--- config.mk ---
export PLATFORM = sky130hd
export DESIGN_NAME = bracket_scan_core
export DESIGN_NICKNAME = d
export VERILOG_FILES = /design/src/rtl/bsc_pkg.sv /design/src/rtl/bsc_datapath.sv /design/src/rtl/bsc_control.sv /design/src/rtl/bracket_scan_core.sv
export SDC_FILE = /design/constraint.sdc
export NUM_CORES = 1
export LEC_CHECK = 0
export BUFFER_PORTS_ARGS = -buffer_cell sky130_fd_sc_hd__buf_4
export CAP_MARGIN = 20
export CORE_ASPECT_RATIO = 1.1
export CORE_MARGIN = 5
export CORE_UTILIZATION = 40
export CTS_BUF_LIST = sky130_fd_sc_hd__clkbuf_8
export DETAILED_ROUTE_END_ITERATION = 8
export PLACE_DENSITY_LB_ADDON = 0.1
export SLEW_MARGIN = 20
export SYNTH_ARGS = -nofsm -noshare
export SYNTH_HDL_FRONTEND = slang
export SYNTH_HIERARCHICAL = 1
export SYNTH_SLANG_ARGS = --single-unit
--- constraint.sdc ---
create_clock -name clk -period 4.2 [get_ports clk]
set_input_delay 0.84 -clock clk [delete_from_list [all_inputs] [get_ports clk]]
set_output_delay 0.84 -clock clk [all_outputs]
set_load 0.01 [all_outputs]
--- src/rtl/bsc_pkg.sv ---
package bsc_pkg;

  typedef enum logic [3:0] {
    ST_CLEAR, ST_FETCH, ST_EXEC, ST_WRITE, ST_OUT,
    ST_IN, ST_SKIPF, ST_SKIPB, ST_HALT
  } state_t;

  typedef enum logic [1:0] {WR_ZERO, WR_INC, WR_DEC, WR_IN} wrSel_t;

  typedef struct packed {
    logic   ptrInc;
    logic   ptrDec;
    logic   loadOp;
    logic   wrStart;
    logic   wrStop;
    wrSel_t wrSel;
    logic   outLoad;
  } strobes_t;

  localparam logic [7:0] OP_RIGHT = 8'h3E;
  localparam logic [7:0] OP_LEFT  = 8'h3C;
  localparam logic [7:0] OP_INC   = 8'h2B;
  localparam logic [7:0] OP_DEC   = 8'h2D;
  localparam logic [7:0] OP_OUT   = 8'h2E;
  localparam logic [7:0] OP_IN    = 8'h2C;
  localparam logic [7:0] OP_OPEN  = 8'h5B;
  localparam logic [7:0] OP_CLOSE = 8'h5D;
  localparam logic [7:0] OP_STOP  = 8'h00;

endpackage

--- src/rtl/bsc_datapath.sv ---
module bsc_datapath
  import bsc_pkg::*;
#(
  parameter int ADDR_W = 15
) (
  input  logic              clk,
  input  logic              rstN,
  input  strobes_t          strobes,
  input  logic [7:0]        progData,
  input  logic [7:0]        tapeRdData,
  input  logic [7:0]        inData,
  output logic [7:0]        opcode,
  output logic              cellZero,
  output logic              ptrAtMax,
  output logic [ADDR_W-1:0] tapeAddr,
  output logic [7:0]        tapeWrData,
  output logic              tapeWe,
  output logic [7:0]        outData
);

  logic [ADDR_W-1:0] ptr;
  logic [7:0]        wrReg;
  logic              weReg;
  logic [7:0]        opReg;
  logic [7:0]        outReg;
  logic [7:0]        nextVal;

  always_comb begin
    unique case (strobes.wrSel)
      WR_INC:  nextVal = tapeRdData + 8'd1;
      WR_DEC:  nextVal = tapeRdData - 8'd1;
      WR_IN:   nextVal = inData;
      default: nextVal = 8'd0;
    endcase
  end

  always_ff @(posedge clk or negedge rstN) begin
    if (!rstN) begin
      ptr    <= '0;
      weReg  <= 1'b1;
      wrReg  <= 8'd0;
      opReg  <= 8'd0;
      outReg <= 8'd0;
    end else begin
      if (strobes.ptrInc)      ptr <= ptr + 1'b1;
      else if (strobes.ptrDec) ptr <= ptr - 1'b1;
      if (strobes.loadOp) opReg <= progData;
      if (strobes.wrStart) begin
        weReg <= 1'b1;
        wrReg <= nextVal;
      end else if (strobes.wrStop) begin
        weReg <= 1'b0;
      end
      if (strobes.outLoad) outReg <= tapeRdData;
    end
  end

  assign opcode     = opReg;
  assign cellZero   = (tapeRdData == 8'd0);
  assign ptrAtMax   = &ptr;
  assign tapeAddr   = ptr;
  assign tapeWrData = wrReg;
  assign tapeWe     = weReg;
  assign outData    = outReg;

  // the pointer only ever moves by one step, wrapping at the ends
  a_r3_ptr_step: assert property (@(posedge clk) disable iff (!rstN)
    !$stable(ptr) |-> (ptr == $past(ptr) + 1'b1) || (ptr == $past(ptr) - 1'b1));

endmodule

--- src/rtl/bsc_control.sv ---
module bsc_control
  import bsc_pkg::*;
#(
  parameter int PC_W    = 12,
  parameter int DEPTH_W = 8
) (
  input  logic            clk,
  input  logic            rstN,
  input  logic [7:0]      opcode,
  input  logic [7:0]      progData,
  input  logic            cellZero,
  input  logic            ptrAtMax,
  input  logic            outAck,
  input  logic            inAck,
  output strobes_t        strobes,
  output logic [PC_W-1:0] pc,
  output logic            outValid,
  output logic            inReq,
  output logic            halted
);

  localparam logic [DEPTH_W-1:0] DEPTH_ONE = DEPTH_W'(1);

  state_t            state, nState;
  logic [PC_W-1:0]   pcN;
  logic [DEPTH_W-1:0] depth, depthN;
  logic              validN;

  always_comb begin
    strobes = '0;
    nState  = state;
    pcN     = pc;
    depthN  = depth;
    validN  = outValid;
    unique case (state)
      ST_CLEAR: begin
        strobes.ptrInc = 1'b1;
        if (ptrAtMax) begin
          strobes.wrStop = 1'b1;
          nState = ST_FETCH;
        end
      end
      ST_FETCH: begin
        strobes.loadOp = 1'b1;
        nState = ST_EXEC;
      end
      ST_EXEC: begin
        nState = ST_FETCH;
        pcN    = pc + 1'b1;
        case (opcode)
          OP_RIGHT: strobes.ptrInc = 1'b1;
          OP_LEFT:  strobes.ptrDec = 1'b1;
          OP_INC: begin
            strobes.wrStart = 1'b1;
            strobes.wrSel   = WR_INC;
            nState = ST_WRITE;
            pcN    = pc;
          end
          OP_DEC: begin
            strobes.wrStart = 1'b1;
            strobes.wrSel   = WR_DEC;
            nState = ST_WRITE;
            pcN    = pc;
          end
          OP_OUT: begin
            strobes.outLoad = 1'b1;
            validN = 1'b1;
            nState = ST_OUT;
            pcN    = pc;
          end
          OP_IN: begin
            nState = ST_IN;
            pcN    = pc;
          end
          OP_OPEN: begin
            if (cellZero) begin
              depthN = DEPTH_ONE;
              nState = ST_SKIPF;
            end
          end
          OP_CLOSE: begin
            if (!cellZero) begin
              depthN = DEPTH_ONE;
              nState = ST_SKIPB;
              pcN    = pc - 1'b1;
            end
          end
          OP_STOP: begin
            nState = ST_HALT;
            pcN    = pc;
          end
          default: ;
        endcase
      end
      ST_WRITE: begin
        strobes.wrStop = 1'b1;
        pcN    = pc + 1'b1;
        nState = ST_FETCH;
      end
      ST_OUT: begin
        if (outAck) begin
          validN = 1'b0;
          pcN    = pc + 1'b1;
          nState = ST_FETCH;
        end
      end
      ST_IN: begin
        if (inAck) begin
          strobes.wrStart = 1'b1;
          strobes.wrSel   = WR_IN;
          nState = ST_WRITE;
        end
      end
      ST_SKIPF: begin
        pcN = pc + 1'b1;
        if (progData == OP_OPEN) begin
          depthN = depth + 1'b1;
        end else if (progData == OP_CLOSE) begin
          depthN = depth - 1'b1;
          if (depth == DEPTH_ONE) nState = ST_FETCH;
        end else if (progData == OP_STOP) begin
          pcN    = pc;
          nState = ST_HALT;
        end
      end
      ST_SKIPB: begin
        pcN = pc - 1'b1;
        if (progData == OP_CLOSE) begin
          depthN = depth + 1'b1;
        end else if (progData == OP_OPEN) begin
          depthN = depth - 1'b1;
          if (depth == DEPTH_ONE) begin
            pcN    = pc + 1'b1;
            nState = ST_FETCH;
          end
        end else if (progData == OP_STOP) begin
          pcN    = pc;
          nState = ST_HALT;
        end
      end
      ST_HALT: ;
      default: nState = ST_HALT;
    endcase
  end

  always_ff @(posedge clk or negedge rstN) begin
    if (!rstN) begin
      state    <= ST_CLEAR;
      pc       <= '0;
      depth    <= '0;
      outValid <= 1'b0;
    end else begin
      state    <= nState;
      pc       <= pcN;
      depth    <= depthN;
      outValid <= validN;
    end
  end

  assign inReq  = (state == ST_IN);
  assign halted = (state == ST_HALT);

  // no fetch or output while the tape is being cleared
  a_r1_clear_quiet: assert property (@(posedge clk) disable iff (!rstN)
    (state == ST_CLEAR) |-> (pc == '0) && !outValid);

  // an unacknowledged output byte keeps its valid flag
  a_r4_valid_hold: assert property (@(posedge clk) disable iff (!rstN)
    outValid && !outAck |=> outValid);

  // the input stall holds the program counter
  a_r5_in_stall: assert property (@(posedge clk) disable iff (!rstN)
    inReq && !inAck |=> inReq && $stable(pc));

  // once stopped the core stays stopped
  a_r9_halt_sticky: assert property (@(posedge clk) disable iff (!rstN)
    halted |=> halted && $stable(pc));

  // a forward scan never moves the program counter backward
  a_r6_fwd_scan: assert property (@(posedge clk) disable iff (!rstN)
    (state == ST_SKIPF) && (nState == ST_SKIPF) |=> pc == $past(pc) + 1'b1);

endmodule

--- src/rtl/bracket_scan_core.sv ---
module bracket_scan_core
  import bsc_pkg::*;
#(
  parameter int ADDR_W  = 15,
  parameter int PC_W    = 12,
  parameter int DEPTH_W = 8
) (
  input  logic              clk,
  input  logic              rstN,
  output logic [PC_W-1:0]   progAddr,
  input  logic [7:0]        progData,
  output logic [ADDR_W-1:0] tapeAddr,
  input  logic [7:0]        tapeRdData,
  output logic [7:0]        tapeWrData,
  output logic              tapeWe,
  output logic [7:0]        outData,
  output logic              outValid,
  input  logic              outAck,
  input  logic [7:0]        inData,
  output logic              inReq,
  input  logic              inAck,
  output logic              halted
);

  strobes_t   strobes;
  logic [7:0] opcode;
  logic       cellZero;
  logic       ptrAtMax;

  bsc_control #(.PC_W(PC_W), .DEPTH_W(DEPTH_W)) u_control (
    .clk(clk), .rstN(rstN), .opcode(opcode), .progData(progData),
    .cellZero(cellZero), .ptrAtMax(ptrAtMax), .outAck(outAck), .inAck(inAck),
    .strobes(strobes), .pc(progAddr), .outValid(outValid), .inReq(inReq),
    .halted(halted)
  );

  bsc_datapath #(.ADDR_W(ADDR_W)) u_datapath (
    .clk(clk), .rstN(rstN), .strobes(strobes), .progData(progData),
    .tapeRdData(tapeRdData), .inData(inData), .opcode(opcode),
    .cellZero(cellZero), .ptrAtMax(ptrAtMax), .tapeAddr(tapeAddr),
    .tapeWrData(tapeWrData), .tapeWe(tapeWe), .outData(outData)
  );

  // the output byte does not change while it waits for acknowledge
  a_r4_data_stable: assert property (@(posedge clk) disable iff (!rstN)
    outValid && !outAck |=> $stable(outData));

endmodule

==> Word-level counts from Yosys, hierarchy flattened <==
Cells that the tools add are included.
{ "classes": {"div_mod_pow": 0, "n_eq_ne": 36, "bitwise_logic": 1, "muxes": 55, "reduce_logical": 16, "add_sub_neg": 8, "order_cmp": 0, "n_mul": 0, "shifts": 0} }
{ "op_table": {"columns": ["operator", "n"], "rows": [
  ["$mux W12", 9],
  ["$pmux W12 S5", 1],
  ["$eq A8 B6 Y1 const B", 6],
  ["$mux W8", 6],
  ["$pmux W8 S3", 2],
  ["$mux W4", 9],
  ["$pmux W4 S9", 1],
  ["$eq A8 B7 Y1 const B", 4],
  ["$mux W15", 2],
  ["$logic_not A8 Y1", 3],
  ["$pmux W12 S2", 1],
  ["$pmux W4 S6", 1],
  ["$add A8 B1 Y8 const B", 2],
  ["$eq A4 B3 Y1 const B", 4],
  ["$pmux W8 S2", 1],
  ["$sub A8 B1 Y8 const B", 2],
  ["$add A15 B1 Y15 const B", 1],
  ["$reduce_and A15 Y1", 1],
  ["$sub A15 B1 Y15 const B", 1],
  ["$mux W1", 13],
  ["$add A12 B1 Y12 const B", 1],
  ["$ne A2 B2 Y1 const B", 6],
  ["$reduce_and A6 Y1", 2],
  ["$sub A12 B1 Y12 const B", 1],
  ["24 further kinds", 36]
]} }
{ "totals": {"regBits": 65, "latchBits": 0, "mem_count": 0, "romBits": 0, "elab_cells": 125, "mem_bits_rw": 0} }

==> Longest topological paths before layout <==
Gate-level depths: netlist of the first run.
{ "logic_depth": {"depth_word": 5, "ltp_mapped": 17} }

==> Hierarchy <==
Netlist of the first run, hierarchy kept.
{ "modules_own_cells": {"columns": ["mod", "area_each_um2", "instances", "cells_per_inst"], "rows": [
  ["bsc_datapath", 2693.8, 1, 289],
  ["bsc_control", 2280.9, 1, 283]
]} }

==> Worst setup path after synthesis of the first run <==
OpenSTA, ideal clock, no wires.
{ "synth_timing": {"kind": "reg2reg", "startpoint": "reg u_datapath.opReg[6], in the netlist u_datapath/opcode[6]", "endpoint": "reg u_datapath.ptr[13], in the netlist u_datapath/tapeAddr[13]", "synth_period_minus_slack_ns": 3.608, "setup_slack_ns": 0.592, "n_path_buf": 0, "required_time_ns": 4.069, "path_stages_with_launch": 12, "t_arrival_ns": 3.477, "cell_sequence": "dfrtp_1 -> nor4bb_1 -> nand3_1 -> a2111oi_0 -> inv_1 -> ha_1 -> a21o_1 -> a21o_1 -> a221o_1 -> a41oi_2 -> xor2_1 -> o21ai_1"} }
{ "synth_rtl": {"columns": ["item", "line_no", "text"], "rows": [
  ["start: declaration", "bsc_datapath.sv:24", "logic [7:0] opReg;"],
  ["start signal: assignment", "bsc_datapath.sv:47", "if (strobes.loadOp) opReg <= progData;"],
  ["end signal: assignment", "bsc_datapath.sv:45", "if (strobes.ptrInc) ptr <= ptr + 1'b1;"],
  ["end signal: assignment", "bsc_datapath.sv:46", "else if (strobes.ptrDec) ptr <= ptr - 1'b1;"],
  ["end: declaration", "bsc_datapath.sv:21", "logic [ADDR_W-1:0] ptr;"]
]} }

==> out/results.md, run 1 <==
• 14 — Worst Path Max Fanout
• 0.483 — Final Util
• 22300 um — wire length of the first global-routing pass
• 3 — count of H-tree levels built during CTS
• 17.9% — post-synthesis to final-layout area growth
• 75 — count of boundary I/O pins
• 0.00633 ns — setup skew after layout
• 0 — max-slew violation total from the final report
• nor4bb_1 > nand3_1 > a2111oi_0 > buf_4 > inv_1 > ha_1 > and3_1 > and2_1 > a221o_1 > a41oi_2 > xor2_1 > o21ai_1 — chain of cells forming the critical path
• 116 um — width of the die
• 0.00586 mm2 — final standard cell area without fillers
• 0.00497 mm2 — Post-Syn Area
• 781 — cell count after placement
• 10000 um — total half-perimeter wirelength after legalization and detailed placement
• 4.42 ns — Crit path required time
• 0 — cts hold-fix bufs
• 0.466 ns — Hold WS
• 66 — largest net degree at the start of global routing
• 1.00 — share of async-settable or async-resettable flops after synthesis
• 6 — count of yosys warnings during synthesis
• 0.0121 mm2 — core region area
• 0.888 ns — measured slew at the worst slew-check pin
• 0 — number of antenna violations at the first check in global routing
• 0 — buffers inserted by post-CTS timing repair
• 5.68 — mean number of vias per cell
• flop — crit end category
• 65 — register bit count reported by yosys
• 797 — final cell count without fillers
• 0.188 — overall routing resource usage
• 0.36 ns — source-to-sink clock delay at the later pin of the worst-skew pair
• 0.166 mV — maximum vdd ir drop
• 0.0148 mm2 — Total Die Area
• 65 — Sink Count
• 4523 — via count
• 0.889 — post-route clock period utilization
• 127 um — Die Height
• 692 — net count of the finished layout
• 0.47 ns — register-to-register setup slack
• 2 — Clock Path Buffers
• 9 — CTS Buf Count
• reg -> reg — category of the critical setup timing path
• 12 — Reg2Reg Depth
• 0 — remaining number of nets flagged by the antenna check after routing
• 74 — number of port buffers
• 0 — number of antenna repair diodes
• false — setup repair after global routing missed its margin
• 3.73 ns — final worst path period need
• 0 — EDFF count, synth
• 0 ns — sum of negative setup slack
• 42 — number of standard-cell rows in the floorplan
• 572 — Cells after Synth
• 0.410 — initial standard-cell utilization of the core
• done — CTS tree
• 0.327 — part of the Yosys area used for sequential elements
• 78 — Cell variety after synth
• 0.00565 mm2 — area after detailed placement
• completed — run status
• 3.96 ns — data arrival time of the worst path
• reg -> reg — path category of the worst min-delay check
• 0 — CTS-repair resized insts
• 0 — count of final setup violators
• 0 — sum of overflow across all layers after global routing
• 2.63 nW — leakage
• 0 — count of endpoints failing hold in the final timing report
• 4517 — via count of the first global-routing pass
• u_datapath/tapeAddr[13]$_DFFE_PN0P_ — capturing point of the worst reg2reg path
• 1.28 mW — Total Power Consumption
• 0.467 ns — Final Worst Setup Slack
• flop — crit start category
• 0.48 ns — delay contributed by the slowest stage of the critical path
• 5 — DRT Pass-1 Iters
• u_datapath/opcode[6]$_DFFE_PN0P_ — R2R Path Start
• 1 — Min-Delay Path Depth
• 0.07 ns — clock-pin transition on the worst setup and hold timing paths
• u_control/pc[11]$_DFFE_PN0P_ — Worst Min Path Start
• 0.208 — fraction of final layout cells with drive strength greater than 1
• sky130_fd_sc_hd__a2111oi_0 — Critical Path Slowest Stage Cell
• 0.471 ns — Worst Setup Slack post-DPL
• 0 — maximum capacitance violations
• 13400 um — wire length after detailed routing
• 8.70 um2 — Post-Synthesis Mean Instance Area
• 1188 — number of inserted filler cells in the final layout
• 0.408 — worst slew margin relative to its limit
• 16.8 um — detail-routed net length per standard cell
• 238 — DR iter-0 viols
• u_control/pc[11]$_DFFE_PN0P_ — worst hold path endpoint
• sky130_fd_sc_hd__dfrtp_1 — most common flop cell mapped by yosys
• 219 mW/mm2 — power density normalized to cell area
• sky130_fd_sc_hd__clkbuf_8 — Root Buffer Master
• 0.885 — Final GP Congestion
• 626 — syn nets
• 268 MHz — Max Clock Freq
• 0 — count of unresolved DRC violations after routing
==> power breakdown <==
| group | internal (mW) | switching [mW] |
|---|---|---|
| combinational | 0.0345 | 0.0470 |
| clock | 0.318 | 0.253 |
| sequential | 0.630 | 0.00220 |
==> worst max-delay path by stage <==
stage	startpoint	to	slack, ns
final	u_datapath/opcode[6]$_DFFE_PN0P_	u_datapath/tapeAddr[13]$_DFFE_PN0P_	0.47
after global routing	u_datapath/opcode[6]$_DFFE_PN0P_	u_datapath/tapeAddr[13]$_DFFE_PN0P_	0.19
after CTS	u_datapath/opcode[6]$_DFFE_PN0P_	u_datapath/tapeAddr[13]$_DFFE_PN0P_	0.44
after detailed placement	u_datapath/opcode[6]$_DFFE_PN0P_	u_datapath/tapeAddr[13]$_DFFE_PN0P_	0.47
after global placement	u_datapath/opcode[6]$_DFFE_PN0P_	u_datapath/tapeAddr[11]$_DFFE_PN0P_	0.58
after floorplan	u_datapath/opcode[6]$_DFFE_PN0P_	u_datapath/tapeAddr[13]$_DFFE_PN0P_	0.59
==> cells in the final DEF, fill, tap and decap left out, types with 3 or more instances in the layout <==
cell	netlist	layout
sky130_fd_sc_hd__a211o_1	3	3
sky130_fd_sc_hd__buf_4	2	81
sky130_fd_sc_hd__and3_1	7	7
sky130_fd_sc_hd__nand3_1	15	15
sky130_fd_sc_hd__nand2_1	56	56
sky130_fd_sc_hd__and2_1	4	4
sky130_fd_sc_hd__xor2_1	20	20
sky130_fd_sc_hd__nor3b_1	4	4
sky130_fd_sc_hd__nor3_1	16	15
sky130_fd_sc_hd__and4_1	3	3
sky130_fd_sc_hd__and3b_1	3	3
sky130_fd_sc_hd__xnor2_1	16	16
sky130_fd_sc_hd__o22ai_1	5	5
sky130_fd_sc_hd__o21ai_1	11	11
sky130_fd_sc_hd__nor2_1	39	38
sky130_fd_sc_hd__mux2i_1	8	8
sky130_fd_sc_hd__mux2_2	18	18
sky130_fd_sc_hd__a21oi_1	29	29
sky130_fd_sc_hd__a221oi_1	3	3
sky130_fd_sc_hd__or3_1	3	3
sky130_fd_sc_hd__nand3b_1	6	6
sky130_fd_sc_hd__inv_1	25	27
sky130_fd_sc_hd__nand4_1	11	11
sky130_fd_sc_hd__o21a_1	3	3
sky130_fd_sc_hd__nand4b_1	4	4
sky130_fd_sc_hd__a22oi_1	6	6
sky130_fd_sc_hd__o21ai_0	42	42
sky130_fd_sc_hd__a31oi_1	10	10
sky130_fd_sc_hd__a21o_1	9	9
sky130_fd_sc_hd__dfrtp_1	64	64
sky130_fd_sc_hd__a21boi_0	3	3
sky130_fd_sc_hd__ha_1	25	25
sky130_fd_sc_hd__nor4_1	5	5
sky130_fd_sc_hd__nand2b_1	7	7
sky130_fd_sc_hd__nor2b_1	8	8
sky130_fd_sc_hd__a21oi_2	4	4
sky130_fd_sc_hd__o31ai_1	3	3
sky130_fd_sc_hd__clkbuf_8	0	12
==> worst max-delay path: cells and delay by family (launching register included) <==
| family | cells | cell delay (ns) |
|---|---|---|
| compound gates | 4 | 1.08 |
| xor+xnor | 1 | 0.16 |
| fa+ha+maj | 1 | 0.46 |
| buf+inv | 2 | 0.46 |
| flops | 1 | 0.44 |
| simple gates | 4 | 0.99 |
==> synth_stat cells, types with 6 or more instances <==
master / instances / share of area
sky130_fd_sc_hd__and3_1: 7 / 0.0088
sky130_fd_sc_hd__inv_1: 25 / 0.019
sky130_fd_sc_hd__mux2i_1: 8 / 0.016
sky130_fd_sc_hd__a31oi_1: 10 / 0.013
sky130_fd_sc_hd__mux2_2: 18 / 0.041
sky130_fd_sc_hd__xor2_1: 20 / 0.035
sky130_fd_sc_hd__dfrtp_1: 64 / 0.32
sky130_fd_sc_hd__a22oi_1: 6 / 0.0091
sky130_fd_sc_hd__a21o_1: 9 / 0.014
sky130_fd_sc_hd__o21ai_1: 11 / 0.011
sky130_fd_sc_hd__nand3b_1: 6 / 0.0091
sky130_fd_sc_hd__o21ai_0: 42 / 0.042
sky130_fd_sc_hd__nor3_1: 16 / 0.016
sky130_fd_sc_hd__nor2_1: 39 / 0.029
sky130_fd_sc_hd__xnor2_1: 16 / 0.028
sky130_fd_sc_hd__ha_1: 25 / 0.063
sky130_fd_sc_hd__nand3_1: 15 / 0.015
sky130_fd_sc_hd__nor2b_1: 8 / 0.010
sky130_fd_sc_hd__nand2b_1: 7 / 0.0088
sky130_fd_sc_hd__a21oi_1: 29 / 0.029
sky130_fd_sc_hd__clkbuf_1: 17 / 0.013
sky130_fd_sc_hd__nand4_1: 11 / 0.014
sky130_fd_sc_hd__nand2_1: 56 / 0.042
==> cell families after synthesis <==
logic type / synth area share
AND/OR/NAND/NOR: 0.226
AO/OA/AOI/OAI: 0.216
flip-flops: 0.327
buffers and inverters: 0.0443
XOR/XNOR: 0.0634
multiplexers: 0.0568
adder cells (fa/ha/maj): 0.0669
==> state kept, by name (all words and copies together) (netlist names) <==
register               cells
u_datapath/tapeAddr       15
u_control/pc              12
u_control/depth            8
u_datapath/opcode          8
u_datapath/outData         8
u_datapath/tapeWrData      8
u_control/state            4
u_control/outValid         1
u_datapath/tapeWe          1
==> layout make-up <==
class / count / area [um2] / area share
clock buffer: 12 / 165 / 0.0282
clock inverter: 4 / 42.5 / 0.00725
multi-input combinational: 456 / 3130 / 0.534
inverter: 25 / 93.8 / 0.0160
sequential: 65 / 1630 / 0.278
tap: 154 / 193 / 0.0329
timing repair buffer: 81 / 608 / 0.104
==> layer usage <==
layer | track usage | part of all wire | up-vias
li1 | - | - | 2226
met1 | 0.241 | 0.43 | 2158
met2 | 0.302 | 0.48 | 118
met3 | 0.0500 | 0.062 | 21
met4 | 0.0724 | 0.021 | 0
met5 | 0 | 0 | -
No activity file was read; power rests on OpenSTA's default activity.
==> inputs of run 2 (changes only) <==
- CAP_MARGIN: 20 -> 10
- PLACE_DENSITY: default -> 0.63
- PLACE_DENSITY_LB_ADDON: 0.1 -> default
==> out/results.md, run 2 (synthesis results as in run 1) <==
• reg -> reg — category of the critical setup timing path, unchanged
• 4.43 ns — Crit path required time, was 4.42 ns
• 81 x sky130_fd_sc_hd__buf_4, 64 x sky130_fd_sc_hd__dfrtp_1, 56 x sky130_fd_sc_hd__nand2_1, 42 x sky130_fd_sc_hd__o21ai_0, 39 x sky130_fd_sc_hd__nor2_1 — top library cells by usage in the layout, fill and taps aside, was 81 x sky130_fd_sc_hd__buf_4, 64 x sky130_fd_sc_hd__dfrtp_1, 56 x sky130_fd_sc_hd__nand2_1, 42 x sky130_fd_sc_hd__o21ai_0, 38 x sky130_fd_sc_hd__nor2_1
• 127 um — Die Height, unchanged
• 66 — largest net degree at the start of global routing, unchanged
• 0.00313 mm2 — combined area of the multi-input logic cells, about the same
• 797 — final cell count without fillers, unchanged
• flop — crit start category, unchanged
• done — CTS tree, unchanged
• 692 — net count of the finished layout, unchanged
• 0.179 — overall routing resource usage, was 0.188
• u_datapath/opcode[4]$_DFFE_PN0P_ — Critical Path Start, was u_datapath/opcode[6]$_DFFE_PN0P_
• 0.0121 mm2 — core region area, unchanged
• 5.77 — mean number of vias per cell, was 5.68
• 1147 — number of inserted filler cells in the final layout, was 1188
• 12 — Reg2Reg Depth, unchanged
• sky130_fd_sc_hd__clkbuf_8 — Root Buffer Master, unchanged
• 0 — sum of overflow across all layers after global routing, unchanged
• 0.00163 mm2 — register area, unchanged
• 15 — number of flip-flops under the largest register name, unchanged
• 0 — cts hold-fix bufs, unchanged
• 4457 — via count of the first global-routing pass, was 4517
• 1 — Min-Delay Path Depth, unchanged
• 0.07 ns — clock-pin transition on the worst setup and hold timing paths, about the same
• 0 — CTS-repair resized insts, unchanged
• 0 ns — sum of negative setup slack, unchanged
• 2 — Clock Path Buffers, unchanged
• 0 — number of antenna violations at the first check in global routing, unchanged
• flop — crit end category, unchanged
• 12800 um — wire length after detailed routing, was 13400 um
• u_datapath/tapeAddr[13]$_DFFE_PN0P_ — last element of the critical path, unchanged
• 0.0148 mm2 — Total Die Area, unchanged
• 9440 um — total half-perimeter wirelength after legalization and detailed placement, was 10000 um
• 14 — Worst Path Max Fanout, unchanged
• 0 — maximum capacitance violations, unchanged
• 9 — CTS Buf Count, unchanged
• 42 — number of standard-cell rows in the floorplan, unchanged
• 74 — number of port buffers, unchanged
• 0 — buffers inserted by post-CTS timing repair, unchanged
• 3.59 ns — final worst path period need, was 3.73 ns
• u_datapath/opcode[4]$_DFFE_PN0P_ — R2R Path Start, was u_datapath/opcode[6]$_DFFE_PN0P_
• 0.00489 ns — setup skew after layout, was 0.00633 ns
• 0 — count of final setup violators, unchanged
• 16.1 um — detail-routed net length per standard cell, was 16.8 um
• 212 mW/mm2 — power density normalized to cell area, was 219 mW/mm2
• 0.917 — Final GP Congestion, was 0.885
• 0.410 — initial standard-cell utilization of the core, unchanged
• 17.5% — post-synthesis to final-layout area growth, was 17.9%
• 781 — cell count after placement, unchanged
• 0.606 ns — Final Worst Setup Slack, was 0.467 ns
• 4595 — via count, was 4523
• 0 — count of unresolved DRC violations after routing, unchanged
• reg -> reg — path category of the worst min-delay check, unchanged
• 0.602 ns — Worst Setup Slack post-DPL, was 0.471 ns
• completed — run status, unchanged
• 0.126 mV — maximum vdd ir drop, was 0.166 mV
• 3.83 ns — data arrival time of the worst path, was 3.96 ns
• 5 — DRT Pass-1 Iters, unchanged
• 75 — count of boundary I/O pins, unchanged
• sky130_fd_sc_hd__buf_4 — most frequent standard cell in the layout excluding fill and tap cells, unchanged
• false — setup repair after global routing missed its margin, unchanged
• 3 — count of H-tree levels built during CTS, unchanged
• 65 — Sink Count, unchanged
• 21500 um — wire length of the first global-routing pass, was 22300 um
• 0 — remaining number of nets flagged by the antenna check after routing, unchanged
• 0.61 ns — register-to-register setup slack, was 0.47 ns
• 0 — count of endpoints failing hold in the final timing report, unchanged
• 0.205 — fraction of final layout cells with drive strength greater than 1, was 0.208
• 0.846 ns — measured slew at the worst slew-check pin, was 0.888 ns
• 0.856 — post-route clock period utilization, was 0.889
• 269 — DR iter-0 viols, was 238
• 0 — number of antenna repair diodes, unchanged
• 0 — max-slew violation total from the final report, unchanged
• 278 MHz — Max Clock Freq, was 268 MHz
• 0.35 ns — source-to-sink clock delay at the later pin of the worst-skew pair, was 0.36 ns
• 2.63 nW — leakage, about the same
• u_datapath/tapeAddr[13]$_DFFE_PN0P_ — capturing point of the worst reg2reg path, unchanged
• 116 um — width of the die, unchanged
• 0.436 — worst slew margin relative to its limit, was 0.408
-- run 2: cell types whose count changed in the layout (fill, tap and decap cells not counted), sizes merged --
| cell | delta |
|---|---|
| clkbuf | -2 |
| clkinv | +1 |
| inv | +1 |
-- run 2: worst min-delay path by stage --
stage,from,endpoint,slack (ns)
3_5_place_dp,u_control/pc[11]$_DFFE_PN0P_,u_control/pc[11]$_DFFE_PN0P_,0.46
6_report,u_control/pc[11]$_DFFE_PN0P_,u_control/pc[11]$_DFFE_PN0P_,0.47
2_1_floorplan,u_datapath/opcode[1]$_DFFE_PN0P_,u_datapath/opcode[1]$_DFFE_PN0P_,0.48
5_1_grt,u_control/pc[11]$_DFFE_PN0P_,u_control/pc[11]$_DFFE_PN0P_,0.50
4_1_cts,u_control/pc[11]$_DFFE_PN0P_,u_control/pc[11]$_DFFE_PN0P_,0.48
3_3_place_gp,u_control/pc[11]$_DFFE_PN0P_,u_control/pc[11]$_DFFE_PN0P_,0.47
-- run 2: critical path: stages, from the launching register on --
cell and delay (ns):
sky130_fd_sc_hd__dfrtp_1 0.42, sky130_fd_sc_hd__nor4bb_1 0.43, sky130_fd_sc_hd__nand3_1 0.16, sky130_fd_sc_hd__a2111oi_0 0.43
sky130_fd_sc_hd__buf_4 0.20, sky130_fd_sc_hd__inv_1 0.24, sky130_fd_sc_hd__ha_1 0.46, sky130_fd_sc_hd__a21o_1 0.21
sky130_fd_sc_hd__a21o_1 0.17, sky130_fd_sc_hd__a221o_1 0.35, sky130_fd_sc_hd__a41oi_2 0.18, sky130_fd_sc_hd__xor2_1 0.16
sky130_fd_sc_hd__o21ai_1 0.07
-- run 2: cell type report --
cell class              count  area share
clock buffers              10      0.0236
clock inverters             6     0.00878
multi-input cells         456       0.536
inverters                  25      0.0161
well taps                 154      0.0330
flip-flops and latches     65       0.279
repair buffers             81       0.104
-- run 2: report_power, final --
part / leakage [nW] / switching [mW] / total [mW] / internal (mW)
clock: 0.110 / 0.246 / 0.528 / 0.282
sequential: 0.845 / 0.00203 / 0.632 / 0.630
combinational: 1.67 / 0.0450 / 0.0794 / 0.0344
total: 2.63 / 0.293 / 1.24 / 0.946
-- run 2: metrics by stage --
step / util / hold WS [ns] / area (um2) / total power, mW
floorplan: - / 0.479 / 4970 / 0.673
global placement: 0.465 / 0.465 / 5650 / 0.723
detailed placement: 0.465 / 0.463 / 5650 / 0.725
CTS: 0.481 / 0.479 / 5840 / 1.27
global route: 0.481 / 0.505 / 5840 / 1.30
finish: 0.481 / 0.474 / 5840 / 1.24
-- run 2: routing by layer --
layer | GRT usage | vias up | share of wire
met3 | 0.0295 | 14 | 0.058
li1 | - | 2234 | -
met5 | 0 | - | 0
met1 | 0.248 | 2206 | 0.47
met2 | 0.280 | 141 | 0.46
met4 | 0.0676 | 0 | 0.013
==> inputs of run 3 (changes only) <==
- PLACE_DENSITY: 0.63 -> 0.64
- SYNTH_HIERARCHICAL: 1 -> default
==> out/results.md, run 3 <==
• u_datapath.tapeWe$_DFFE_PN1P_ — worst hold path endpoint, was u_control/pc[11]$_DFFE_PN0P_
• 1.00 — share of async-settable or async-resettable flops after synthesis, unchanged
• 15 — number of flip-flops under the largest register name, unchanged
• 0.356 — part of the Yosys area used for sequential elements, was 0.327
• 0.26 ns — register-to-register setup slack, was 0.61 ns
• 503 — Cells after Synth, was 572
• completed — run status, unchanged
• 0.829 ns — measured slew at the worst slew-check pin, was 0.846 ns
• 0 — EDFF count, synth, unchanged
• 0.07 ns — clock-pin transition on the worst setup and hold timing paths, about the same
• 0.00457 mm2 — Post-Syn Area, was 0.00497 mm2
• flop — crit end category, unchanged
• 66 — largest net degree at the start of global routing, unchanged
• 13 — Reg2Reg Depth, was 12
• 21.2% — post-synthesis to final-layout area growth, was 17.5%
• 0.471 ns — Hold WS, was 0.474 ns
• 15.6 um — detail-routed net length per standard cell, was 16.1 um
• 0 ns — sum of negative setup slack, unchanged
• 0 — count of yosys warnings during synthesis, was 6
• 0 — count of unresolved DRC violations after routing, unchanged
• 0 — max-slew violation total from the final report, unchanged
• 82 x sky130_fd_sc_hd__buf_4, 64 x sky130_fd_sc_hd__dfrtp_1, 44 x sky130_fd_sc_hd__nor2_1, 40 x sky130_fd_sc_hd__nand2_1, 39 x sky130_fd_sc_hd__a21oi_1 — top library cells by usage in the layout, fill and taps aside, was 81 x sky130_fd_sc_hd__buf_4, 64 x sky130_fd_sc_hd__dfrtp_1, 56 x sky130_fd_sc_hd__nand2_1, 42 x sky130_fd_sc_hd__o21ai_0, 39 x sky130_fd_sc_hd__nor2_1
• 4047 — via count, was 4595
• 0.939 — post-route clock period utilization, was 0.856
• 0 — buffers inserted by post-CTS timing repair, unchanged
• 9.08 um2 — Post-Synthesis Mean Instance Area, was 8.70 um2
• 0 — maximum capacitance violations, unchanged
• 2 — Min-Delay Path Depth, was 1
• 1.39 mW — Total Power Consumption, was 1.24 mW
• 251 mW/mm2 — power density normalized to cell area, was 212 mW/mm2
• sky130_fd_sc_hd__dfrtp_1 — leading area contributor after synthesis, unchanged
• u_datapath.tapeAddr[13]$_DFFE_PN0P_ — capturing point of the worst reg2reg path, was u_datapath/tapeAddr[13]$_DFFE_PN0P_
• 9 — CTS Buf Count, unchanged
• 0 — count of endpoints failing hold in the final timing report, unchanged
• sky130_fd_sc_hd__dfrtp_1 — most common flop cell mapped by yosys, unchanged
• 41 — number of standard-cell rows in the floorplan, was 42
• 74 — number of port buffers, unchanged
• u_datapath.tapeWe$_DFFE_PN1P_ — Worst Min Path Start, was u_control/pc[11]$_DFFE_PN0P_
• 2.61 nW — leakage, was 2.63 nW
• 0.351 — area share of the leading cell type in the synthesized netlist, was 0.322
• u_control.state[0]$_DFFE_PN0P_ — R2R Path Start, was u_datapath/opcode[4]$_DFFE_PN0P_
• 560 — syn nets, was 626
• 122 um — Die Height, was 127 um
• sky130_fd_sc_hd__dfrtp_1 35%, sky130_fd_sc_hd__ha_1 7.4%, sky130_fd_sc_hd__mux2_2 4.9% — top post-synthesis cells by area, was sky130_fd_sc_hd__dfrtp_1 32%, sky130_fd_sc_hd__ha_1 6.3%, sky130_fd_sc_hd__nand2_1 4.2%
• 254 MHz — Max Clock Freq, was 278 MHz
• 65 — register bit count reported by yosys, unchanged
• false — setup repair after global routing missed its margin, unchanged
• 0.255 ns — Final Worst Setup Slack, was 0.606 ns
• 0.188 mV — maximum vdd ir drop, was 0.126 mV
• sky130_fd_sc_hd__dfrtp_1 — most frequently used cell type in the post-synthesis netlist, unchanged
• sky130_fd_sc_hd__buf_4 — most frequent standard cell in the layout excluding fill and tap cells, unchanged
• 4 — DRT Pass-1 Iters, was 5
• 3946 — via count of the first global-routing pass, was 4457
• 0.447 — worst slew margin relative to its limit, was 0.436
• 11500 um — wire length after detailed routing, was 12800 um
• 0.229 — fraction of final layout cells with drive strength greater than 1, was 0.205
• 2 — Clock Path Buffers, unchanged
• 0.168 — overall routing resource usage, was 0.179
• 0 — number of antenna violations at the first check in global routing, unchanged
• reg -> reg — path category of the worst min-delay check, unchanged
• 273 — DR iter-0 viols, was 269
• 0 — sum of overflow across all layers after global routing, unchanged
• 4.40 ns — Crit path required time, was 4.43 ns
• 0 — number of antenna repair diodes, unchanged
• 0.195 ns — Worst Setup Slack post-DPL, was 0.602 ns
• 62 — Cell variety after synth, was 78
• 0.36 ns — source-to-sink clock delay at the later pin of the worst-skew pair, was 0.35 ns
• 4.14 ns — data arrival time of the worst path, was 3.83 ns
• 3 — count of H-tree levels built during CTS, unchanged
• flop — crit start category, unchanged
• 18900 um — wire length of the first global-routing pass, was 21500 um
• 112 um — width of the die, was 116 um
• sky130_fd_sc_hd__clkbuf_8 — Root Buffer Master, unchanged
• reg -> reg — category of the critical setup timing path, unchanged
• 0 — remaining number of nets flagged by the antenna check after routing, unchanged
• 0.0137 ns — setup skew after layout, was 0.00489 ns
• 0.922 — Final GP Congestion, was 0.917
• 636 — net count of the finished layout, was 692
• 13 — Worst Path Max Fanout, was 14
• 8690 um — total half-perimeter wirelength after legalization and detailed placement, was 9440 um
• 0.403 — initial standard-cell utilization of the core, was 0.410
• 5.51 — mean number of vias per cell, was 5.77
• 75 — count of boundary I/O pins, unchanged
• 0.0137 mm2 — Total Die Area, was 0.0148 mm2
• 0 — count of final setup violators, unchanged
• 3.94 ns — final worst path period need, was 3.59 ns
• 1064 — number of inserted filler cells in the final layout, was 1147
• 65 — Sink Count, unchanged
• 0.0113 mm2 — core region area, was 0.0121 mm2
• 64 x sky130_fd_sc_hd__dfrtp_1, 44 x sky130_fd_sc_hd__nor2_1, 40 x sky130_fd_sc_hd__nand2_1 — cell types with the highest counts after synthesis, was 64 x sky130_fd_sc_hd__dfrtp_1, 56 x sky130_fd_sc_hd__nand2_1, 42 x sky130_fd_sc_hd__o21ai_0
• done — CTS tree, unchanged
run 3: changes by cell type in the layout (fill, tap and decap cells not counted), moves of 9 or more:
cell	change
sky130_fd_sc_hd__inv_1	-9
sky130_fd_sc_hd__o21ai_1	-10
sky130_fd_sc_hd__nand2_1	-16
sky130_fd_sc_hd__a21oi_1	+10
sky130_fd_sc_hd__o31ai_1	+11
sky130_fd_sc_hd__o21ai_0	-24
run 3: how the worst max path moves through the flow:
stage	cells after the start	slack (ns)	startpoint	endpoint
floorplan	13	0.49	u_control.state[0]$_DFFE_PN0P_	u_datapath.tapeAddr[11]$_DFFE_PN0P_
global placement	13	0.38	u_control.state[0]$_DFFE_PN0P_	u_datapath.tapeAddr[13]$_DFFE_PN0P_
detailed placement	13	0.20	u_control.state[0]$_DFFE_PN0P_	u_datapath.tapeAddr[13]$_DFFE_PN0P_
CTS	13	0.17	u_control.state[0]$_DFFE_PN0P_	u_datapath.tapeAddr[13]$_DFFE_PN0P_
global route	13	0.04	u_control.state[0]$_DFFE_PN0P_	u_datapath.tapeAddr[11]$_DFFE_PN0P_
finish	13	0.26	u_control.state[0]$_DFFE_PN0P_	u_datapath.tapeAddr[13]$_DFFE_PN0P_
run 3: area by class of cell:
cell class                 count  area [um2]  share of cell area
multi-input combinational    401        2780               0.502
tap                          150         188              0.0339
clock buffer                  10         138              0.0249
clock inverter                 6         114              0.0206
inverter                      20        75.1              0.0136
timing repair buffer          82         616               0.111
sequential                    65        1630               0.294
run 3: worst max-delay path, cell delays in order (launching register included):
cell	delay [ns]
sky130_fd_sc_hd__dfrtp_1	0.41
sky130_fd_sc_hd__nor4b_4	0.31
sky130_fd_sc_hd__nand2b_1	0.10
sky130_fd_sc_hd__or4_1	0.59
sky130_fd_sc_hd__o21ai_1	0.23
sky130_fd_sc_hd__inv_2	0.16
sky130_fd_sc_hd__ha_1	0.38
sky130_fd_sc_hd__a21o_1	0.19
sky130_fd_sc_hd__a21oi_1	0.27
sky130_fd_sc_hd__o22ai_1	0.14
sky130_fd_sc_hd__o41a_1	0.41
sky130_fd_sc_hd__a221oi_1	0.34
sky130_fd_sc_hd__xor2_1	0.18
sky130_fd_sc_hd__a21oi_1	0.08
run 3: what timing repair did:
item                       CTS  global route
resized for setup            0             2
setup endpoints to repair    0             3
hold buffers                 0             0
run 3: kinds of logic after synthesis:
kind of cell / after synthesis / share of synthesized area
buffers and inverters: 37 / 0.0370
AO/OA/AOI/OAI: 134 / 0.190
multiplexers: 30 / 0.0712
AND/OR/NAND/NOR: 176 / 0.202
XOR/XNOR: 32 / 0.0614
adder cells (fa/ha/maj): 29 / 0.0827
flip-flops: 65 / 0.356
run 3: routing by layer:
layer	vias up	GRT usage	part of all wire
met3	18	0.0353	0.040
met4	0	0.0586	0.016
met1	1952	0.215	0.45
met2	85	0.284	0.49
met5	-	0	0
li1	1992	-	-
run 3: stage by stage:
stage	cells	instance area (um2)	utilization
2_1_floorplan	503	4570	-
3_3_place_gp	718	5280	0.465
3_5_place_dp	718	5280	0.465
4_1_cts	734	5530	0.488
5_1_grt	734	5530	0.488
6_report	734	5530	0.488
run 3: power by group:
| group | leakage (nW) | switching (mW) | internal [mW] |
|---|---|---|---|
| sequential | 0.851 | 0.00394 | 0.631 |
| clock | 0.119 | 0.264 | 0.412 |
| combinational | 1.64 | 0.0415 | 0.0347 |
| total | 2.61 | 0.309 | 1.08 |
